**src/rtl/rtc_shadow_pkg.sv**
```systemverilog
package rtc_shadow_pkg;
  localparam int NBYTES = 7;
  typedef logic [NBYTES-1:0][7:0] rtc_bytes_t;

  localparam int SEC_IDX  = 0;
  localparam int MIN_IDX  = 1;
  localparam int HOUR_IDX = 2;
  localparam int WDAY_IDX = 3;
  localparam int DATE_IDX = 4;
  localparam int MON_IDX  = 5;
  localparam int YEAR_IDX = 6;

  localparam int ADDR_W = 5;
  localparam logic [ADDR_W-1:0] CTRL_ADDR = 5'h10;
  localparam logic [ADDR_W-1:0] UPD_ADDR  = 5'h11;

  localparam int UPD_WT   = 0;
  localparam int UPD_RT   = 1;
  localparam int UPD_AL   = 2;
  localparam int UPD_FAST = 4;

  localparam rtc_bytes_t RST_TIME = 56'h00_01_01_01_00_00_00;
endpackage

```
**src/rtl/rtc_time_chain.sv**
```systemverilog
module rtc_time_chain import rtc_shadow_pkg::*; (
  input  logic       clk_i,
  input  logic       rst_ni,
  input  logic       tick_i,
  input  logic       load_i,
  input  rtc_bytes_t load_val_i,
  output rtc_bytes_t cnt_o
);
  rtc_bytes_t cnt_q, cnt_d;
  logic [7:0] dim;
  logic c_sec, c_min, c_hour, c_day, c_mon;

  always_comb begin
    case (cnt_q[MON_IDX])
      8'd2:                     dim = (cnt_q[YEAR_IDX][1:0] == 2'b00) ? 8'd29 : 8'd28;
      8'd4, 8'd6, 8'd9, 8'd11: dim = 8'd30;
      default:                  dim = 8'd31;
    endcase
  end

  assign c_sec  = tick_i && (cnt_q[SEC_IDX]  >= 8'd59);
  assign c_min  = c_sec  && (cnt_q[MIN_IDX]  >= 8'd59);
  assign c_hour = c_min  && (cnt_q[HOUR_IDX] >= 8'd23);
  assign c_day  = c_hour && (cnt_q[DATE_IDX] >= dim);
  assign c_mon  = c_day  && (cnt_q[MON_IDX]  >= 8'd12);

  always_comb begin
    cnt_d = cnt_q;
    if (tick_i) begin
      cnt_d[SEC_IDX] = c_sec ? 8'd0 : cnt_q[SEC_IDX] + 8'd1;
      if (c_sec)  cnt_d[MIN_IDX]  = c_min  ? 8'd0 : cnt_q[MIN_IDX] + 8'd1;
      if (c_min)  cnt_d[HOUR_IDX] = c_hour ? 8'd0 : cnt_q[HOUR_IDX] + 8'd1;
      if (c_hour) begin
        cnt_d[DATE_IDX] = c_day ? 8'd1 : cnt_q[DATE_IDX] + 8'd1;
        cnt_d[WDAY_IDX] = {1'b0, cnt_q[WDAY_IDX][5:0], cnt_q[WDAY_IDX][6]};
      end
      if (c_day)  cnt_d[MON_IDX]  = c_mon ? 8'd1 : cnt_q[MON_IDX] + 8'd1;
      if (c_mon)  cnt_d[YEAR_IDX] = (cnt_q[YEAR_IDX] >= 8'd99) ? 8'd0 : cnt_q[YEAR_IDX] + 8'd1;
    end
    // host load overrides a coincident tick
    if (load_i) cnt_d = load_val_i;
  end

  always_ff @(posedge clk_i or negedge rst_ni) begin
    if (!rst_ni) cnt_q <= RST_TIME;
    else         cnt_q <= cnt_d;
  end

  assign cnt_o = cnt_q;

  a_r7_sec_wrap: assert property (@(posedge clk_i) disable iff (!rst_ni)
    (tick_i && !load_i && cnt_q[SEC_IDX] == 8'd59) |=> cnt_q[SEC_IDX] == 8'd0);
  a_r9_load_wins: assert property (@(posedge clk_i) disable iff (!rst_ni)
    load_i |=> cnt_q == $past(load_val_i));
  a_r7_wday_ones: assert property (@(posedge clk_i) disable iff (!rst_ni)
    (tick_i && !load_i && !cnt_q[WDAY_IDX][7]) |=>
      $countones(cnt_q[WDAY_IDX]) == $countones($past(cnt_q[WDAY_IDX])));
  a_r8_month_range: assert property (@(posedge clk_i) disable iff (!rst_ni)
    (c_mon && !load_i) |=> cnt_q[MON_IDX] == 8'd1);
endmodule

```
**src/rtl/rtc_xfer_seq.sv**
```systemverilog
module rtc_xfer_seq #(
  parameter int unsigned CYC_PER_US   = 32,
  parameter int unsigned LONG_US      = 7320,
  parameter int unsigned SHORT_US     = 450,
  parameter bit          STICKY_ALARM = 1'b0
)(
  input  logic       clk_i,
  input  logic       rst_ni,
  input  logic [2:0] set_i,
  input  logic       clr_held_i,
  input  logic       fast_i,
  output logic [2:0] status_o,
  output logic [2:0] fire_o
);
  localparam int unsigned LONG_CYC  = LONG_US * CYC_PER_US;
  localparam int unsigned SHORT_CYC = SHORT_US * CYC_PER_US;
  localparam int unsigned MAX_CYC   = (LONG_CYC > SHORT_CYC) ? LONG_CYC : SHORT_CYC;
  localparam int          CNT_W     = $clog2(MAX_CYC + 1);
  localparam logic [CNT_W-1:0] LONG_LAST  = CNT_W'(LONG_CYC - 1);
  localparam logic [CNT_W-1:0] SHORT_LAST = CNT_W'(SHORT_CYC - 1);

  logic [2:0]       pend_q;
  logic             held_q, busy_q, sel_q, last;
  logic [CNT_W-1:0] cnt_q;

  assign last   = busy_q && (cnt_q == (sel_q ? SHORT_LAST : LONG_LAST));
  assign fire_o = last ? pend_q : 3'b000;

  always_ff @(posedge clk_i or negedge rst_ni) begin
    if (!rst_ni) begin
      pend_q <= '0;
      held_q <= 1'b0;
      busy_q <= 1'b0;
      sel_q  <= 1'b0;
      cnt_q  <= '0;
    end else begin
      // a request set on the commit edge stays for the next round
      pend_q <= (pend_q & ~fire_o) | set_i;
      held_q <= STICKY_ALARM ? ((held_q & ~clr_held_i) | fire_o[2]) : 1'b0;
      if (busy_q) begin
        if (last) busy_q <= 1'b0;
        else      cnt_q  <= cnt_q + 1'b1;
      end else if (|pend_q) begin
        busy_q <= 1'b1;
        cnt_q  <= '0;
        sel_q  <= fast_i;
      end
    end
  end

  assign status_o = {pend_q[2] | held_q, pend_q[1:0]};

  a_r3_clear_on_commit: assert property (@(posedge clk_i) disable iff (!rst_ni)
    (fire_o[0] && !set_i[0]) |=> !status_o[0]);
  a_r10_no_cancel: assert property (@(posedge clk_i) disable iff (!rst_ni)
    (status_o[0] && !fire_o[0]) |=> status_o[0]);
  a_r3_drop_needs_commit: assert property (@(posedge clk_i) disable iff (!rst_ni)
    $fell(status_o[1]) |-> $past(fire_o[1]));

  if (STICKY_ALARM) begin : g_sticky
    a_r6_alarm_held: assert property (@(posedge clk_i) disable iff (!rst_ni)
      fire_o[2] |=> status_o[2]);
  end else begin : g_autoclr
    a_r5_alarm_clears: assert property (@(posedge clk_i) disable iff (!rst_ni)
      (fire_o[2] && !set_i[2]) |=> !status_o[2]);
  end
endmodule

```
**src/rtl/rtc_shadow_ctrl.sv**
```systemverilog
module rtc_shadow_ctrl import rtc_shadow_pkg::*; #(
  parameter int unsigned CYC_PER_US   = 32,
  parameter int unsigned LONG_US      = 7320,
  parameter int unsigned SHORT_US     = 450,
  parameter bit          STICKY_ALARM = 1'b0
)(
  input  logic        clk_i,
  input  logic        rst_ni,
  input  logic        sec_tick_i,
  input  logic        we_i,
  input  logic [4:0]  addr_i,
  input  logic [7:0]  wdata_i,
  output logic [7:0]  rdata_o,
  output logic [55:0] time_o,
  output logic [55:0] alarm_o,
  output logic [1:0]  mode_o
);
  rtc_bytes_t live, time_buf_q, alrm_buf_q, alrm_act_q;
  logic [1:0] ctrl_buf_q, ctrl_act_q;
  logic       fast_q;
  logic [2:0] req_set, xfer_stat, fire;
  logic       clr_held, sel_time, sel_alrm, sel_ctrl, sel_upd;
  logic [2:0] byte_idx;

  assign byte_idx = addr_i[2:0];
  assign sel_time = (addr_i[4:3] == 2'b00) && (byte_idx != 3'd7);
  assign sel_alrm = (addr_i[4:3] == 2'b01) && (byte_idx != 3'd7);
  assign sel_ctrl = (addr_i == CTRL_ADDR);
  assign sel_upd  = (addr_i == UPD_ADDR);

  assign req_set  = (we_i && sel_upd) ? {wdata_i[UPD_AL], wdata_i[UPD_RT], wdata_i[UPD_WT]} : 3'b000;
  assign clr_held = we_i && sel_upd && !wdata_i[UPD_AL];

  rtc_xfer_seq #(
    .CYC_PER_US  (CYC_PER_US),
    .LONG_US     (LONG_US),
    .SHORT_US    (SHORT_US),
    .STICKY_ALARM(STICKY_ALARM)
  ) u_seq (
    .clk_i     (clk_i),
    .rst_ni    (rst_ni),
    .set_i     (req_set),
    .clr_held_i(clr_held),
    .fast_i    (fast_q),
    .status_o  (xfer_stat),
    .fire_o    (fire)
  );

  rtc_time_chain u_chain (
    .clk_i     (clk_i),
    .rst_ni    (rst_ni),
    .tick_i    (sec_tick_i),
    .load_i    (fire[UPD_WT]),
    .load_val_i(time_buf_q),
    .cnt_o     (live)
  );

  always_ff @(posedge clk_i or negedge rst_ni) begin
    if (!rst_ni) begin
      time_buf_q <= '0;
    end else if (fire[UPD_RT] && !fire[UPD_WT]) begin
      time_buf_q <= live;
    end else if (we_i && sel_time) begin
      time_buf_q[byte_idx] <= wdata_i;
    end
  end

  always_ff @(posedge clk_i or negedge rst_ni) begin
    if (!rst_ni) begin
      alrm_buf_q <= '0;
      ctrl_buf_q <= '0;
      fast_q     <= 1'b0;
    end else if (we_i) begin
      if (sel_alrm) alrm_buf_q[byte_idx] <= wdata_i;
      if (sel_ctrl) ctrl_buf_q <= wdata_i[1:0];
      if (sel_upd)  fast_q     <= wdata_i[UPD_FAST];
    end
  end

  always_ff @(posedge clk_i or negedge rst_ni) begin
    if (!rst_ni) begin
      alrm_act_q <= '0;
      ctrl_act_q <= '0;
    end else if (fire[UPD_AL]) begin
      alrm_act_q <= alrm_buf_q;
      ctrl_act_q <= ctrl_buf_q;
    end
  end

  always_comb begin
    rdata_o = 8'h00;
    if (sel_time)      rdata_o = time_buf_q[byte_idx];
    else if (sel_alrm) rdata_o = alrm_buf_q[byte_idx];
    else if (sel_ctrl) rdata_o = {6'b0, ctrl_buf_q};
    else if (sel_upd)  rdata_o = {3'b000, fast_q, 1'b0, xfer_stat};
  end

  assign time_o  = live;
  assign alarm_o = alrm_act_q;
  assign mode_o  = ctrl_act_q;

  a_r2_live_hold: assert property (@(posedge clk_i) disable iff (!rst_ni)
    (!fire[UPD_WT] && !sec_tick_i) |=> $stable(time_o));
  a_r4_snapshot: assert property (@(posedge clk_i) disable iff (!rst_ni)
    (fire[UPD_RT] && !fire[UPD_WT]) |=> time_buf_q == $past(live));
  a_r5_alarm_hold: assert property (@(posedge clk_i) disable iff (!rst_ni)
    !fire[UPD_AL] |=> ($stable(alarm_o) && $stable(mode_o)));
  a_r12_joint_keep: assert property (@(posedge clk_i) disable iff (!rst_ni)
    (fire[UPD_WT] && fire[UPD_RT]) |=> time_buf_q == $past(time_buf_q));
endmodule

```
**config.mk**
```make
export PLATFORM = sky130hd
export DESIGN_NAME = rtc_shadow_ctrl
export DESIGN_NICKNAME = d
export VERILOG_FILES = /design/src/rtl/rtc_shadow_pkg.sv /design/src/rtl/rtc_time_chain.sv /design/src/rtl/rtc_xfer_seq.sv /design/src/rtl/rtc_shadow_ctrl.sv
export SDC_FILE = /design/constraint.sdc
export NUM_CORES = 1
export LEC_CHECK = 0
export ABC_AREA = 1
export BUFFER_PORTS_ARGS = -buffer_cell sky130_fd_sc_hd__buf_2
export CAP_MARGIN = 10
export CORE_MARGIN = 1.5
export CORE_UTILIZATION = 55
export DETAILED_ROUTE_END_ITERATION = 6
export PLACE_DENSITY = 0.76
export SYNTH_ARGS = -nofsm -noshare
export SYNTH_HDL_FRONTEND = slang
export SYNTH_SLANG_ARGS = --single-unit
```
**constraint.sdc**
```tcl
create_clock -name clk_i -period 2.7 [get_ports clk_i]
set_input_delay 0.54 -clock clk_i [delete_from_list [all_inputs] [get_ports clk_i]]
set_output_delay 0.54 -clock clk_i [all_outputs]
set_load 0.05 [all_outputs]
```
## After elaboration in Yosys (flattened, before gate mapping)

Index checks and enable logic that the tools add are counted.
W data, S select, Z words.

- Register bits: 252
- Output and inout bits: 122
- Input bits: 17
- Word-level logic and storage cells: 138

- Add/sub/neg operators: 7
- Order comparisons: 8
- Bitwise gates (word level): 4
- Equality and inequality tests: 11
- Reduce and logical (&&, ||, !) cells: 35
- Mux-type cells: 38

Operators with widths:

| kind | count |
|---|---|
| $mux W56 | 4 |
| $mux W8 | 15 |
| $bwmux W56 | 2 |
| $mux W18 | 4 |
| $add A8 B1 Y8 const B | 6 |
| $bmux W8 S3 | 2 |
| $demux W8 S3 | 1 |
| $reduce_and A2 Y1 | 10 |
| $add A18 B1 Y18 const B | 1 |
| $eq A18 B18 Y1 | 1 |
| $eq A8 B3 Y1 const B | 2 |
| $eq A8 B4 Y1 const B | 2 |
| $ge A8 B6 Y1 const B | 2 |
| $mux W16 | 1 |
| $pmux W8 S2 | 1 |
| $reduce_bool A2 Y1 | 8 |
| $logic_and A1 B1 Y1 | 12 |
| $eq A5 B5 Y1 const B | 2 |
| $mux W5 | 2 |
| $eq A8 B2 Y1 const B | 1 |
| $ge A8 B4 Y1 const B | 1 |
| $ge A8 B5 Y1 const B | 1 |
| $ge A8 B7 Y1 const B | 1 |
| $ge A8 B8 Y1 | 1 |
| 15 further kinds | 20 |

## Longest topological paths before layout

- Depth in word-level cells: 10
- Mapped depth: 19
- Mapped depth without buffers: 19

## Cells and area by module

Synthesis repeated with hierarchy kept, for this count alone.

- Cell total of the unflattened synthesis: 1644
- Area total of the unflattened synthesis: 12993.7 sq um

Modules (own cells, without submodules):

| module | seq. area each (sq um) | cells an instance | area an instance (sq um) | instances |
|---|---|---|---|---|
| rtc_shadow_ctrl | 4329.2 | 1013 | 8220.4 | 1 |
| rtc_time_chain | 1405.1 | 414 | 3296.9 | 1 |
| rtc_xfer_seq | 575.6 | 217 | 1476.4 | 1 |

## Worst setup path before layout

No wires, ideal clock.

- Path type: input to output
- Start point: in addr_i[2]
- End point: out rdata_o[7]
- Cell stages on the path: 8
- Setup slack: -343 ps
- Path buffers: 1
- Arrival: 2503 ps
- Data required time: 2160 ps
- Cell sequence: inv_1 nand2_1 nor2_1 inv_1 clkbuf_1 o22ai_1 nor3_1 o21ai_0

- Longest elaborated chain between the ends: 4
- Elaborated cells on any way between the ends: 9
- Classes of those cells: eq/ne: 1; mux: 6; reduce/logical: 2

Ends and longest elaborated chain:

| item | line | source |
|---|---|---|
| from (decl) | rtc_shadow_ctrl.sv:11 | `input logic [4:0] addr_i,` |
| $bmux W8 S3 / $ne A3 B3 Y1 (equally long branches) | rtc_shadow_ctrl.sv:93, rtc_shadow_ctrl.sv:26, rtc_shadow_ctrl.sv:27 |  |
| $mux W8 (implied by the code) / $logic_and A1 B1 Y1 (equally long branches) | rtc_shadow_ctrl.sv:93, rtc_shadow_ctrl.sv:27 |  |
| $mux W8 | rtc_shadow_ctrl.sv:93 | `else if (sel_alrm) rdata_o = alrm_buf_q[byte_idx];` |
| $mux W8 * | rtc_shadow_ctrl.sv:92 | `if (sel_time) rdata_o = time_buf_q[byte_idx];` |
| to (decl) | rtc_shadow_ctrl.sv:13 | `output logic [7:0] rdata_o,` |

Mark *: on every way between the ends. The rest lies on a longest branch, timed or not. The select of a mux whose other input is x is not followed.

## Final worst setup path

- Start point: in addr_i[1]
- End point: out rdata_o[6]

Same word-level chain as after synthesis.

==> implementation parameters <==
Parameter                              Value

STA
  Fmax ... 375.6 MHz
  Clock period minus worst slack ... 2662 ps
  Setup tns final ... 0 ps
  Pins over their slew limit ... 0
  Final worst-path setup slack ... 37.77 ps
  Final hold violations ... 0
  Clock Skew ... 25.65 ps
  Setup Viol. Count Final ... 0
  Slew Limit Headroom ... 0.5933
  Slew at the pin closest to its max-slew limit ... 607.2 ps
  Period Utilization, post-route ... 0.9860

CTS
  Insertion delay of the later-clocked pin in the worst-skew pair ... 550 ps
  Clock-pin slew of the registers on the worst-case setup and hold paths ... 60 ps
  Clock Tree Buf Depth ... 3
  Number of levels the H-tree was split into ... 1
  Cts bufs inserted ... 27
  CTS sink cnt ... 252
  Clock tree from TritonCTS ... built
  Buffer cell driving the clock tree root ... sky130_fd_sc_hd__clkbuf_16

Detailed routing
  Via count normalized by instance count ... 5.898
  Detailed-route via count ... 11570
  Post-route DRC ... 0
  Starting DRC count in detailed routing ... 1251
  Total Routed Length ... 37050 µm
  Count of TritonRoute iterations in the first routing pass ... 5
  Number of nets still failing antenna checks after routing ... 0
  Post-detailed-route wirelength per cell ... 18.89 µm

Power
  Largest voltage drop on the vdd net ... 0.6693 mV
  Leak ... 7.136 nW
  Power density relative to cell area ... 776.1 mW/mm²
  Total chip power ... 0.01124 W

Critical path
  Critical path class ... in -> out
  RR Endpoint ... u_chain.cnt_o[43]$_DFFE_PN0P_
  Launching point of the worst reg2reg path ... u_chain.cnt_o[40]$_DFFE_PN1P_
  Critical Path End Type ... primary output
  Worst Reg2Reg Path Length in Cells ... 18
  Register-to-register setup slack ... 150 ps
  Critical path required time ... 2160 ps
  Arr. time, crit path ... 2120 ps
  Type of origin of the critical path ... primary input
  Biggest fanout along the worst timing path ... 7

Layout
  Synthesis-to-finish area growth ... 16.18%
  Proportion of layout cells with a drive suffix above 1 ... 0.1547
  Final Cell Area ... 0.01449 mm²
  Utilization of the core after routing ... 0.6577
  Diodes inserted ... 0
  Post-layout net count ... 1692

Die
  # IOs ... 139
  Area inside the core boundary ... 0.02203 mm²
  X dimension of the die ... 153.6 µm
  Initial Util ... 0.5661
  Die extent in y ... 153.6 µm
  Full die area ... 0.02358 mm²
  Standard-cell rows ... 54

Flow run
  Number of max-cap violations ... 0

Logic synthesis
  Sequential fraction of the synthesis area ... 0.5060
  Number of cells produced by synthesis ... 1508
  Async set or reset register ratio after synthesis ... 1.000
  Mean instance size in the synthesized netlist ... 8.269 µm²
  Area share of the largest cell type after synthesis ... 0.4997
  Netlist Area Pre-Place ... 0.01247 mm²
  Top cell type by total area after synthesis ... sky130_fd_sc_hd__dfrtp_1
  Net count of the mapped netlist ... 1538
  Most numerous cell in the Yosys netlist ... sky130_fd_sc_hd__nand2_1
  Number of synthesized flops with an enable pin ... 0
  Number of distinct library cell variants in the gate-level netlist after synthesis ... 44
  Warnings from Yosys ... 0
  Dominant cells by area after synthesis ... sky130_fd_sc_hd__dfrtp_1, sky130_fd_sc_hd__nand2_1, sky130_fd_sc_hd__nand3_1
  Leading post-synthesis cells by instance count ... sky130_fd_sc_hd__nand2_1, sky130_fd_sc_hd__dfrtp_1, sky130_fd_sc_hd__inv_1, sky130_fd_sc_hd__nand3_1, sky130_fd_sc_hd__o21ai_0
  Flip-flop and latch count after synthesis ... 252
  Top_reg_cell synth ... sky130_fd_sc_hd__dfrtp_1

Placement
  I/O Buffers ... 138
  Post-DP HPWL ... 26810 µm
  Pre-CTS setup slack ... 98.90 ps
  Post-place instance area ... 0.01360 mm²
  Routability congestion estimate from global placement ... 1.022

Worst hold path
  Worst hold path endpoint ... u_chain.cnt_o[0]$_DFFE_PN0P_
  Min-Delay Startpoint ... sec_tick_i
  Hold WC Path Type ... in -> reg
  Depth of the worst hold-timing path ... 3

Global route
  Number of antenna violations at the first check in global routing ... 2
  Remaining global-route overflow ... 0
  Wire length of the first global-routing pass ... 59020 µm
  Global-route usage over all layers ... 0.3161
  Pin count of the biggest net entering global routing ... 65
  Vias in the first global route ... 10700

Run status
  Result of the run ... complete, no violations
[worst max-delay path, stage by stage]
cell,delay [ps]
sky130_fd_sc_hd__buf_2,140
sky130_fd_sc_hd__inv_1,80
sky130_fd_sc_hd__nand3_1,130
sky130_fd_sc_hd__buf_4,180
sky130_fd_sc_hd__o22ai_1,80
sky130_fd_sc_hd__a21oi_1,190
sky130_fd_sc_hd__nand3_1,90
sky130_fd_sc_hd__o21ai_0,270
sky130_fd_sc_hd__nand2_1,170
sky130_fd_sc_hd__buf_2,240
[power by group]
group,switching [W],internal [W]
combinational,0.00196,0.000787
clock,0.00152,0.00200
sequential,0.000598,0.00437
total,0.00408,0.00716
[per-stage QoR]
stage,instances,hold slack (ps)
6_report,1961,327.6
5_1_grt,1961,356.2
3_5_place_dp,1911,472.6
3_3_place_gp,1911,465.5
4_1_cts,1960,321.3
2_1_floorplan,1508,244.4
[final cells by class]
cell class                 instances  area [µm²]
clock buffer                      39       740.7
clock inverter                     9       85.08
fill                            1834        7540
inverter                         187       701.9
multi-input combinational       1007        5140
sequential                       252        6310
tap                              280       350.3
timing repair buffer             187        1159
[sequential cells by signal (all words and copies together), names as in the netlist]
| signal | flops |
|---|---|
| alarm_o | 56 |
| alrm_buf_q | 56 |
| ctrl_buf_q | 2 |
| fast_q | 1 |
| mode_o | 2 |
| time_buf_q | 56 |
| u_chain.cnt_o | 56 |
| u_seq.busy_q | 1 |
| u_seq.cnt_q | 18 |
| u_seq.pend_q | 3 |
| u_seq.sel_q | 1 |
[cells by family after synthesis]
kind of cell / Yosys count / synth area share
AOI/OAI and AO/OA: 317 / 0.1527
and+or+nand+nor: 644 / 0.2176
xor gates and xnor gates: 20 / 0.01405
muxes: 13 / 0.01174
DFF: 252 / 0.5060
adders and majority gates: 13 / 0.01304
buffers and inverters: 249 / 0.08479
[metal layers]
layer / wire length, µm / track usage / part of all wire
met1: 15770 / 0.4625 / 0.43
met4: 1381 / 0.1077 / 0.037
met5: 26 / 0 / 0.00070
met2: 16360 / 0.4768 / 0.44
met3: 3506 / 0.05750 / 0.095
[what timing repair did]
action / CTS / global route
endpoints found under the hold margin: 59 / 0
setup endpoints to repair: 0 / 23
gates resized for setup: 0 / 16
buffers inserted: 0 / 1
hold buffers: 1 / 0
[cell usage in the layout (no fill, tap or decap), types with 3 or more instances in the layout]
cell type / count
sky130_fd_sc_hd__nand2_4: 3
sky130_fd_sc_hd__nand2_2: 6
sky130_fd_sc_hd__buf_12: 7
sky130_fd_sc_hd__a221oi_1: 3
sky130_fd_sc_hd__ha_1: 13
sky130_fd_sc_hd__nand4_1: 9
sky130_fd_sc_hd__dfstp_2: 3
sky130_fd_sc_hd__dfrtp_1: 249
sky130_fd_sc_hd__mux2_1: 13
sky130_fd_sc_hd__clkbuf_1: 10
sky130_fd_sc_hd__o21ai_0: 107
sky130_fd_sc_hd__nor2_1: 90
sky130_fd_sc_hd__clkinvlp_4: 3
sky130_fd_sc_hd__o211ai_2: 9
sky130_fd_sc_hd__a31oi_1: 11
sky130_fd_sc_hd__clkbuf_16: 27
sky130_fd_sc_hd__inv_2: 4
sky130_fd_sc_hd__o21ai_1: 63
sky130_fd_sc_hd__o221ai_1: 5
sky130_fd_sc_hd__xor2_1: 15
sky130_fd_sc_hd__nand3_1: 146
sky130_fd_sc_hd__nand2_1: 365
sky130_fd_sc_hd__a22oi_1: 3
sky130_fd_sc_hd__o31ai_1: 6
sky130_fd_sc_hd__nor2_4: 4
sky130_fd_sc_hd__buf_4: 41
sky130_fd_sc_hd__a21oi_1: 19
sky130_fd_sc_hd__clkinv_2: 3
sky130_fd_sc_hd__nor3_1: 13
sky130_fd_sc_hd__xnor2_1: 5
sky130_fd_sc_hd__inv_1: 181
sky130_fd_sc_hd__buf_2: 137
sky130_fd_sc_hd__o22ai_1: 35
sky130_fd_sc_hd__o211ai_1: 47
[how the worst max path moves through the flow]
stage,from,endpoint,cells past startpoint
finish,addr_i[1],rdata_o[6],10
global route,u_chain.cnt_o[40]$_DFFE_PN1P_,u_chain.cnt_o[43]$_DFFE_PN0P_,18
CTS,u_chain.cnt_o[40]$_DFFE_PN1P_,u_chain.cnt_o[48]$_DFFE_PN0P_,18
detailed placement,u_chain.cnt_o[40]$_DFFE_PN1P_,u_chain.cnt_o[53]$_DFFE_PN0P_,15
global placement,u_chain.cnt_o[40]$_DFFE_PN1P_,u_chain.cnt_o[53]$_DFFE_PN0P_,15
floorplan,u_chain.cnt_o[40]$_DFFE_PN1P_,u_chain.cnt_o[42]$_DFFE_PN0P_,18
Note: power is estimated with default switching activity, not from simulation.
